[config.mk]
export PLATFORM = sky130hd
export DESIGN_NAME = pkt_xfer_engine
export DESIGN_NICKNAME = d
export VERILOG_FILES = /design/src/rtl/pkt_xfer_pkg.sv /design/src/rtl/pkt_byte_ctr.sv /design/src/rtl/pkt_xfer_seq.sv /design/src/rtl/pkt_xfer_engine.sv
export SDC_FILE = /design/constraint.sdc
export NUM_CORES = 1
export LEC_CHECK = 0
export BUFFER_PORTS_ARGS = -buffer_cell sky130_fd_sc_hd__buf_4
export CORE_ASPECT_RATIO = 1.1
export CORE_MARGIN = 3
export CORE_UTILIZATION = 45
export CTS_BUF_LIST = sky130_fd_sc_hd__clkbuf_2
export DETAILED_ROUTE_END_ITERATION = 10
export PLACE_DENSITY = 0.74
export SLEW_MARGIN = 20
export SYNTH_ARGS = -nofsm -noshare
export SYNTH_HDL_FRONTEND = slang
export SYNTH_SLANG_ARGS = --single-unit
[constraint.sdc]
create_clock -name clk -period 3.86 [get_ports clk]
set_clock_uncertainty 0.15 [all_clocks]
set_input_delay 0 -clock clk [delete_from_list [all_inputs] [get_ports clk]]
set_output_delay 0 -clock clk [all_outputs]
set_load 0.01 [all_outputs]
[src/rtl/pkt_xfer_pkg.sv]
package pkt_xfer_pkg;
  typedef enum logic [2:0] {
    ST_IDLE,
    ST_FETCH,
    ST_LOAD,
    ST_ISSUE,
    ST_WAIT,
    ST_STORE
  } xfer_st_e;
endpackage

[src/rtl/pkt_byte_ctr.sv]
module pkt_byte_ctr #(
  parameter int LONG_LEN  = 512,
  parameter int SHORT_LEN = 256,
  parameter int CNT_W     = 9
) (
  input  logic             clk,
  input  logic             rst_n,
  input  logic             clr,
  input  logic             inc,
  input  logic             long_sel,
  output logic [CNT_W-1:0] cnt,
  output logic             carry
);
  localparam logic [CNT_W-1:0] LAST_LONG  = CNT_W'(LONG_LEN - 1);
  localparam logic [CNT_W-1:0] LAST_SHORT = CNT_W'(SHORT_LEN - 1);

  logic [CNT_W-1:0] cnt_d;
  logic             cnt_en;

  // terminal count of the selected packet length
  always_comb begin
    carry = (cnt == (long_sel ? LAST_LONG : LAST_SHORT));
  end

  always_comb begin
    cnt_en = clr | inc;
    cnt_d  = clr ? '0 : cnt + 1'b1;
  end

  always_ff @(posedge clk or negedge rst_n) begin
    if (!rst_n) begin
      cnt <= '0;
    end else if (cnt_en) begin
      cnt <= cnt_d;
    end
  end
endmodule

[src/rtl/pkt_xfer_seq.sv]
module pkt_xfer_seq
  import pkt_xfer_pkg::*;
#(
  parameter int REG_W  = 3,
  parameter int DATA_W = 8
) (
  input  logic              clk,
  input  logic              rst_n,
  input  logic              start,
  input  logic              len_long,
  input  logic              dir_in,
  input  logic [REG_W-1:0]  reg_sel,
  input  logic              carry,
  input  logic [DATA_W-1:0] buf_rdata,
  input  logic              cyc_done,
  input  logic [DATA_W-1:0] cyc_rdata,
  output logic              ctr_clr,
  output logic              ctr_inc,
  output logic              long_q,
  output logic              dir_q,
  output logic [REG_W-1:0]  reg_q,
  output logic [DATA_W-1:0] data_q,
  output logic              buf_rd_en,
  output logic              buf_wr_en,
  output logic              cyc_req,
  output logic              busy,
  output logic              done
);
  xfer_st_e          st_q, st_d;
  logic              done_d;
  logic              cfg_ld;
  logic              data_ld;
  logic [DATA_W-1:0] data_d;

  // next-state logic
  always_comb begin
    st_d    = st_q;
    done_d  = done;
    ctr_clr = 1'b0;
    ctr_inc = 1'b0;
    cfg_ld  = 1'b0;
    data_ld = 1'b0;
    data_d  = buf_rdata;
    unique case (st_q)
      ST_IDLE: begin
        if (start) begin
          cfg_ld  = 1'b1;
          ctr_clr = 1'b1;
          done_d  = 1'b0;
          st_d    = dir_in ? ST_ISSUE : ST_FETCH;
        end
      end
      ST_FETCH: st_d = ST_LOAD;
      ST_LOAD: begin
        data_ld = 1'b1;
        st_d    = ST_ISSUE;
      end
      ST_ISSUE: st_d = ST_WAIT;
      ST_WAIT: begin
        if (cyc_done) begin
          if (dir_q) begin
            data_ld = 1'b1;
            data_d  = cyc_rdata;
            st_d    = ST_STORE;
          end else if (carry) begin
            done_d = 1'b1;
            st_d   = ST_IDLE;
          end else begin
            ctr_inc = 1'b1;
            st_d    = ST_FETCH;
          end
        end
      end
      ST_STORE: begin
        if (carry) begin
          done_d = 1'b1;
          st_d   = ST_IDLE;
        end else begin
          ctr_inc = 1'b1;
          st_d    = ST_ISSUE;
        end
      end
      default: st_d = ST_IDLE;
    endcase
  end

  always_comb begin
    buf_rd_en = (st_q == ST_FETCH);
    buf_wr_en = (st_q == ST_STORE);
    cyc_req   = (st_q == ST_ISSUE);
    busy      = (st_q != ST_IDLE);
  end

  // registers
  always_ff @(posedge clk or negedge rst_n) begin
    if (!rst_n) begin
      st_q <= ST_IDLE;
      done <= 1'b0;
    end else begin
      st_q <= st_d;
      done <= done_d;
    end
  end

  always_ff @(posedge clk or negedge rst_n) begin
    if (!rst_n) begin
      long_q <= 1'b0;
      dir_q  <= 1'b0;
      reg_q  <= '0;
    end else if (cfg_ld) begin
      long_q <= len_long;
      dir_q  <= dir_in;
      reg_q  <= reg_sel;
    end
  end

  always_ff @(posedge clk or negedge rst_n) begin
    if (!rst_n) begin
      data_q <= '0;
    end else if (data_ld) begin
      data_q <= data_d;
    end
  end
endmodule

[src/rtl/pkt_xfer_engine.sv]
module pkt_xfer_engine #(
  parameter int LONG_LEN  = 512,
  parameter int SHORT_LEN = 256,
  parameter int REG_W     = 3,
  parameter int DATA_W    = 8,
  parameter int ADDR_W    = $clog2(LONG_LEN)
) (
  input  logic              clk,
  input  logic              rst_n,
  input  logic              start,
  input  logic              len_long,
  input  logic              dir_in,
  input  logic [REG_W-1:0]  reg_sel,
  output logic [ADDR_W-1:0] buf_addr,
  output logic              buf_rd_en,
  input  logic [DATA_W-1:0] buf_rdata,
  output logic              buf_wr_en,
  output logic [DATA_W-1:0] buf_wdata,
  output logic              cyc_req,
  output logic              cyc_wr,
  output logic [REG_W-1:0]  cyc_addr,
  output logic [DATA_W-1:0] cyc_wdata,
  input  logic              cyc_done,
  input  logic [DATA_W-1:0] cyc_rdata,
  output logic              busy,
  output logic              done
);
  logic              ctr_clr, ctr_inc, carry, long_q, dir_q;
  logic [REG_W-1:0]  reg_q;
  logic [DATA_W-1:0] data_q;

  pkt_byte_ctr #(
    .LONG_LEN (LONG_LEN),
    .SHORT_LEN(SHORT_LEN),
    .CNT_W    (ADDR_W)
  ) u_ctr (
    .clk     (clk),
    .rst_n   (rst_n),
    .clr     (ctr_clr),
    .inc     (ctr_inc),
    .long_sel(long_q),
    .cnt     (buf_addr),
    .carry   (carry)
  );

  pkt_xfer_seq #(
    .REG_W (REG_W),
    .DATA_W(DATA_W)
  ) u_seq (
    .clk      (clk),
    .rst_n    (rst_n),
    .start    (start),
    .len_long (len_long),
    .dir_in   (dir_in),
    .reg_sel  (reg_sel),
    .carry    (carry),
    .buf_rdata(buf_rdata),
    .cyc_done (cyc_done),
    .cyc_rdata(cyc_rdata),
    .ctr_clr  (ctr_clr),
    .ctr_inc  (ctr_inc),
    .long_q   (long_q),
    .dir_q    (dir_q),
    .reg_q    (reg_q),
    .data_q   (data_q),
    .buf_rd_en(buf_rd_en),
    .buf_wr_en(buf_wr_en),
    .cyc_req  (cyc_req),
    .busy     (busy),
    .done     (done)
  );

  always_comb begin
    cyc_wr    = ~dir_q;
    cyc_addr  = reg_q;
    cyc_wdata = data_q;
    buf_wdata = data_q;
  end
endmodule

**Word-level counts from Yosys, hierarchy flattened**

Index checks and enable logic that the tools add are counted.

- Flip-flop bits (word level): 26
- Bits in latches: 0
- Bits in read-only memories: 0
- Output and inout port bits: 34
- Memories: 0
- Logic and storage cells: 50
- Input bits: 25
- RAM bits: 0

- Equal/unequal tests: 9
- Bitwise gates (word level): 2
- $lt $le $gt $ge: 0
- Reduce and logical (&&, ||, !) cells: 5
- Divide/modulo/power cells: 0
- Multipliers: 0
- Shift-type cells: 0
- $add $sub $neg: 1
- Muxes and demuxes: 26

Operators by type and width:

| cell | count |
|---|---|
| $mux 8 | 3 |
| $mux 9 | 2 |
| $pmux 3 s6 | 1 |
| $mux 1 | 12 |
| $add 9x1->9 const B | 1 |
| $eq 9x9->1 | 1 |
| $mux 3 | 3 |
| $eq 3x2->1 const B | 2 |
| $eq 3x3->1 const B | 2 |
| $ne 2x2->1 const B | 3 |
| $reduce_bool 3->1 | 2 |
| $mux 2 | 2 |
| $pmux 1 s2 | 2 |
| $reduce_and 4->1 | 1 |
| $eq 3x1->1 const B | 1 |
| $logic_not 3->1 | 1 |
| $pmux 1 s3 | 1 |
| $reduce_and 2->1 | 1 |
| $not 1->1 | 1 |
| $or 1x1->1 | 1 |

**Logic depth before layout (Yosys ltp)**

- Depth in word-level cells: 7
- Gate-level depth with buffers: 6
- Depth with buffers taken out: 5

**Hierarchy**

A second synthesis with hierarchy kept.

- Cells, all modules: 135
- Area total of the unflattened synthesis: 1397.6 um^2

By module, submodules not included:

| module | sequential area each (um^2) | times used | cells each | area each (um^2) |
|---|---|---|---|---|
| pkt_xfer_seq | 425.4 | 1 | 80 | 869.6 |
| pkt_byte_ctr | 225.2 | 1 | 46 | 464.2 |
| pkt_xfer_engine | 0.0 | 1 | 9 | 63.8 |

**Least setup slack after synthesis**

OpenSTA, ideal clock, no wires.

- Path kind: flip-flop to flip-flop
- Start: register u_ctr.cnt[0]
- End: register u_ctr.cnt[6]
- Stages on the path, launching flop included: 6
- Arrival: 1469 ps
- Clock period less this slack: 1697 ps
- Required time: 3633 ps
- Buffers on the path: 0
- Library setup time: 77 ps
- Slack: 2163 ps
- Path through: dfrtp_1 ha_1 nand3_1 nor3b_2 or4_1 a21oi_1

- Word-level cells in the longest chain between the ends: 6
- Elaborated cells on any way between the ends: 8
- Those cells by class: add/sub (1); eq/ne (1); mux (5); bitwise (1)

RTL lines:

| item | line | text |
|---|---|---|
| start, declared | pkt_byte_ctr.sv:11 | `output logic [CNT_W-1:0] cnt,` |
| start signal, assigned | pkt_byte_ctr.sv:34 | `cnt <= cnt_d;` |
| $eq 9x9->1 | pkt_byte_ctr.sv:22 | `carry = (cnt == (long_sel ? LAST_LONG : LAST_SHORT));` |
| $mux 1 | pkt_xfer_seq.sv:65, pkt_xfer_seq.sv:75 |  |
| $mux 1 | pkt_xfer_seq.sv:61 | `if (dir_q) begin` |
| $mux 1 | pkt_xfer_seq.sv:60 | `if (cyc_done) begin` |
| $pmux 1 s2 | pkt_xfer_seq.sv:44 | `unique case (st_q)` |
| $or 1x1->1 | pkt_byte_ctr.sv:26 | `cnt_en = clr \| inc;` |

Parallel ways exist; a longest one is shown, timed or not.
A chain may end at the register's enable or synchronous reset.

**Worst setup path in the final report**

- Start: register u_seq.st_q[2]
- End: register u_seq.dir_q

- Word-level cells in the longest chain between the ends: 2

RTL lines:

| item | line | text |
|---|---|---|
| start, declared | pkt_xfer_seq.sv:29 | `xfer_st_e st_q, st_d;` |
| start signal, assigned | pkt_xfer_seq.sv:100 | `st_q <= st_d;` |
| $logic_not 3->1 | pkt_xfer_seq.sv:44 |  |
| $mux 1 | pkt_xfer_seq.sv:44 |  |
| end signal, assigned | pkt_xfer_seq.sv:112 | `dir_q <= dir_in;` |
| end, declared | pkt_xfer_seq.sv:20 | `output logic dir_q,` |

Every way passes these cells.

==> summary.txt <==
Worst setup path
  • CP Launch Type: flop
  • Setup crit end kind: flop
  • Reg2reg setup slack: 1.04 ns
  • Crit path max fanout: 10
  • Crit Reg-Reg Startpoint: u_seq.st_q[2]
  • Critical path type: reg2reg
  • Cells on worst reg2reg path: 6
  • R2R Path End: u_seq.dir_q
  • CP Data Arrival Time: slightly below 3 ns
  • CP required: 4.01 ns

Clocking
  • Worst-path clk slew: 0.24 ns
  • CTS Root Cell: clkbuf_2
  • CTS tree: done
  • Sink Count: 26
  • Post-CTS Resized: 0
  • Setup bufs post-CTS: 0
  • Clk buf depth: 2
  • H-tree depth reported by CTS: 1
  • Post-CTS Hold Fix Bufs: 33
  • CTS buffer count: 3
  • Clk_lat worst skew: 0.33 ns

STA
  • Maximum clock rate: 354.9 MHz
  • RSZ-0062 raised after global routing: false
  • Fin. Hold Viols: 0
  • Tightest Pin Transition: between 0.9 and 1 ns
  • Setup TNS Final: 0 ns
  • Relative slew slack: between 30% and 40%
  • Tmin final: roughly 2.8 ns
  • Setup-failing EPs final: 0
  • Pins Over Slew Limit: 0
  • Crit share post-route: 73.00%

Cells and area
  • Layout net count: 252
  • Most common cell after layout, fill and taps aside: buf_4
  • Fraction of layout cells with a size suffix above 1: 31.11%
  • # diodes: 0
  • Final Cell Area: between 0.002 and 0.0025 mm²
  • Final cell count without fillers: 258
  • Highest-count cells in the layout ignoring fill and taps: buf_4, dlygate4sd3_1, nand2_1, dfrtp_1, mux2i_1
  • Fill cells: 207
  • Area Overhead vs Synth: 52.13%

Route
  • DRC Markers: 0
  • Routed Antenna Nets: 0
  • Final WL: 3713 µm
  • DR iter-0 viols: 31
  • Drt via density: 5.171
  • DR vias: approximately 1300
  • Pre-antenna DRT Iters: 4
  • Wire length per cell: 14.39 µm

GRT
  • Total global routing overflow: 0
  • Global-route wire length before repair: 6127 µm
  • Antenna violations before repair: 0
  • Vias in the first global route: 1368
  • Largest net degree at the start of global routing: 27
  • GRT Util Overall: 20.11%

Hold path
  • Worst Hold Depth: 4
  • Hold Path Class: in2reg
  • Hold EP: u_seq.data_q[0]
  • Min-delay src: buf_rdata[0]

Synthesis
  • Mean Syn Cell Area: slightly below 10 µm²
  • Area of the mapped netlist: roughly 0.0014 mm²
  • Yosys Warn Count: 0
  • Syn Inst Count: 145
  • Register area share after synthesis: 46.18%
  • Yosys cell types: 35
  • #FFs+latches synth: 26
  • Syn Nets: 171

Floorplanning
  • Die Wd: between 50 and 60 µm
  • Starting Density: 48.96%
  • Core footprint: 0.002878 mm²
  • Die Height: 64.69 µm
  • I/O pins: 59
  • Std cell rows: 20
  • Die Area: 0.003839 mm²

Placement
  • RePlAce Congestion: about 0.73
  • Placed instance area: between 0.0015 and 0.002 mm²
  • DP Cell Count: 221
  • Port Buf Inserts: 58
  • Post-DP HPWL: between 2000 and 2500 µm

Power and ir drop
  • Pwr dens: between 500 and 600 mW/mm²
  • Worst ir drop on vdd: 0.0003889 V
  • Total power: ~1300 µW
  • P_leak: just under 0.001 µW

Status
  • Outcome: complete, no violations

Flow run
  • MaxCap Viol Count: 0
[critical path: stages, from the launching register on]
cell,delay [ns]
dfrtp_1,0.53
or3_4,0.43
nor2_1,0.39
nand2_1,0.09
dlygate4sd3_1,0.56
o21ai_0,0.06
dlygate4sd3_1,0.56
[metal layers]
layer	GRT usage, %	vias up	part of all wire, %
met5	0	-	0
met4	2.550	0	0
met3	2.988	0	8.5
met2	37.84	52	51
met1	24.05	622	40
li1	-	660	-
[worst max-delay path by stage]
| stage | from | to | depth (start not counted) |
|---|---|---|---|
| 5_1_grt | u_seq.st_q[2] | u_seq.dir_q | 6 |
| 4_1_cts | u_seq.st_q[2] | u_seq.dir_q | 6 |
| 6_report | u_seq.st_q[2] | u_seq.dir_q | 6 |
| 2_1_floorplan | u_ctr.cnt[0] | u_ctr.cnt[6] | 5 |
| 3_5_place_dp | u_ctr.cnt[0] | u_ctr.cnt[7] | 5 |
| 3_3_place_gp | u_ctr.cnt[0] | u_ctr.cnt[7] | 5 |
[layout make-up]
| class | count | area [µm²] | share of cell area [%] |
|---|---|---|---|
| Clock buffer | 3 | 15.01 | 0.7005 |
| Multi-Input combinational cell | 100 | 638.1 | 29.77 |
| Inverter | 3 | 11.26 | 0.5254 |
| Clock inverter | 1 | 3.754 | 0.1751 |
| Tap cell | 33 | 41.29 | 1.926 |
| Timing Repair Buffer | 92 | 783.3 | 36.54 |
| Sequential cell | 26 | 650.6 | 30.36 |
[synthesized netlist by cell type]
master / number / share of area [%]
nor3b_2: 1 / 0.89
nor2b_1: 2 / 0.89
o21ai_1: 1 / 0.35
nor2_1: 2 / 0.53
a21oi_1: 2 / 0.71
or2_4: 1 / 0.62
buf_6: 1 / 0.80
and4_1: 2 / 1.2
buf_4: 10 / 5.3
nor4_1: 1 / 0.44
o211ai_2: 2 / 1.8
nand4_1: 1 / 0.44
inv_1: 3 / 0.80
mux2_2: 1 / 0.80
nor3b_1: 3 / 1.6
or3_4: 1 / 0.80
mux2i_1: 14 / 9.9
xor2_2: 1 / 1.2
and3_1: 2 / 0.89
dfrtp_1: 26 / 46
ha_1: 1 / 0.89
and2_1: 1 / 0.44
o31ai_1: 4 / 2.1
nor3_1: 4 / 1.4
or4_1: 1 / 0.53
nand2_1: 30 / 8.0
and3b_1: 1 / 0.62
nand2b_1: 1 / 0.44
clkbuf_1: 2 / 0.53
nand3_1: 4 / 1.4
a21boi_0: 1 / 0.53
o21bai_1: 1 / 0.53
a221oi_1: 1 / 0.62
o21ai_0: 13 / 4.6
buf_2: 3 / 1.1
[cells by family after synthesis]
logic type	share of synthesized area (%)
buffers and inverters	8.525
flip-flops	46.18
AND/OR/NAND/NOR	21.23
AO/OA/AOI/OAI	11.28
adder cells (fa/ha/maj)	0.8880
multiplexers	10.75
XOR/XNOR	1.155
[power breakdown]
group          total, µW  internal (µW)  leakage (µW)  switching (µW)
logic                700            410      0.000633             290
clock network        101           22.5     0.0000140            78.7
registers            470            365      0.000332             105
total               1270            797      0.000979             474
[registers in the layout, indices dropped and copies added, names as in the netlist]
register,flops
u_seq.done,1
u_seq.long_q,1
u_seq.data_q,8
u_seq.st_q,3
u_ctr.cnt,9
u_seq.dir_q,1
u_seq.reg_q,3
[per-stage QoR]
stage | util (%) | hold WS, ns | worst slack (ns)
after CTS | 74.48 | 0.3066 | 1.064
after global placement | 62.00 | -0.2218 | 1.905
after global routing | 74.48 | 0.3583 | 0.8642
final | 74.48 | 0.3330 | 1.042
after floorplan | - | -0.4456 | 2.163
after detailed placement | 62.00 | -0.2200 | 1.778
Power figures use the tool's default switching activity.
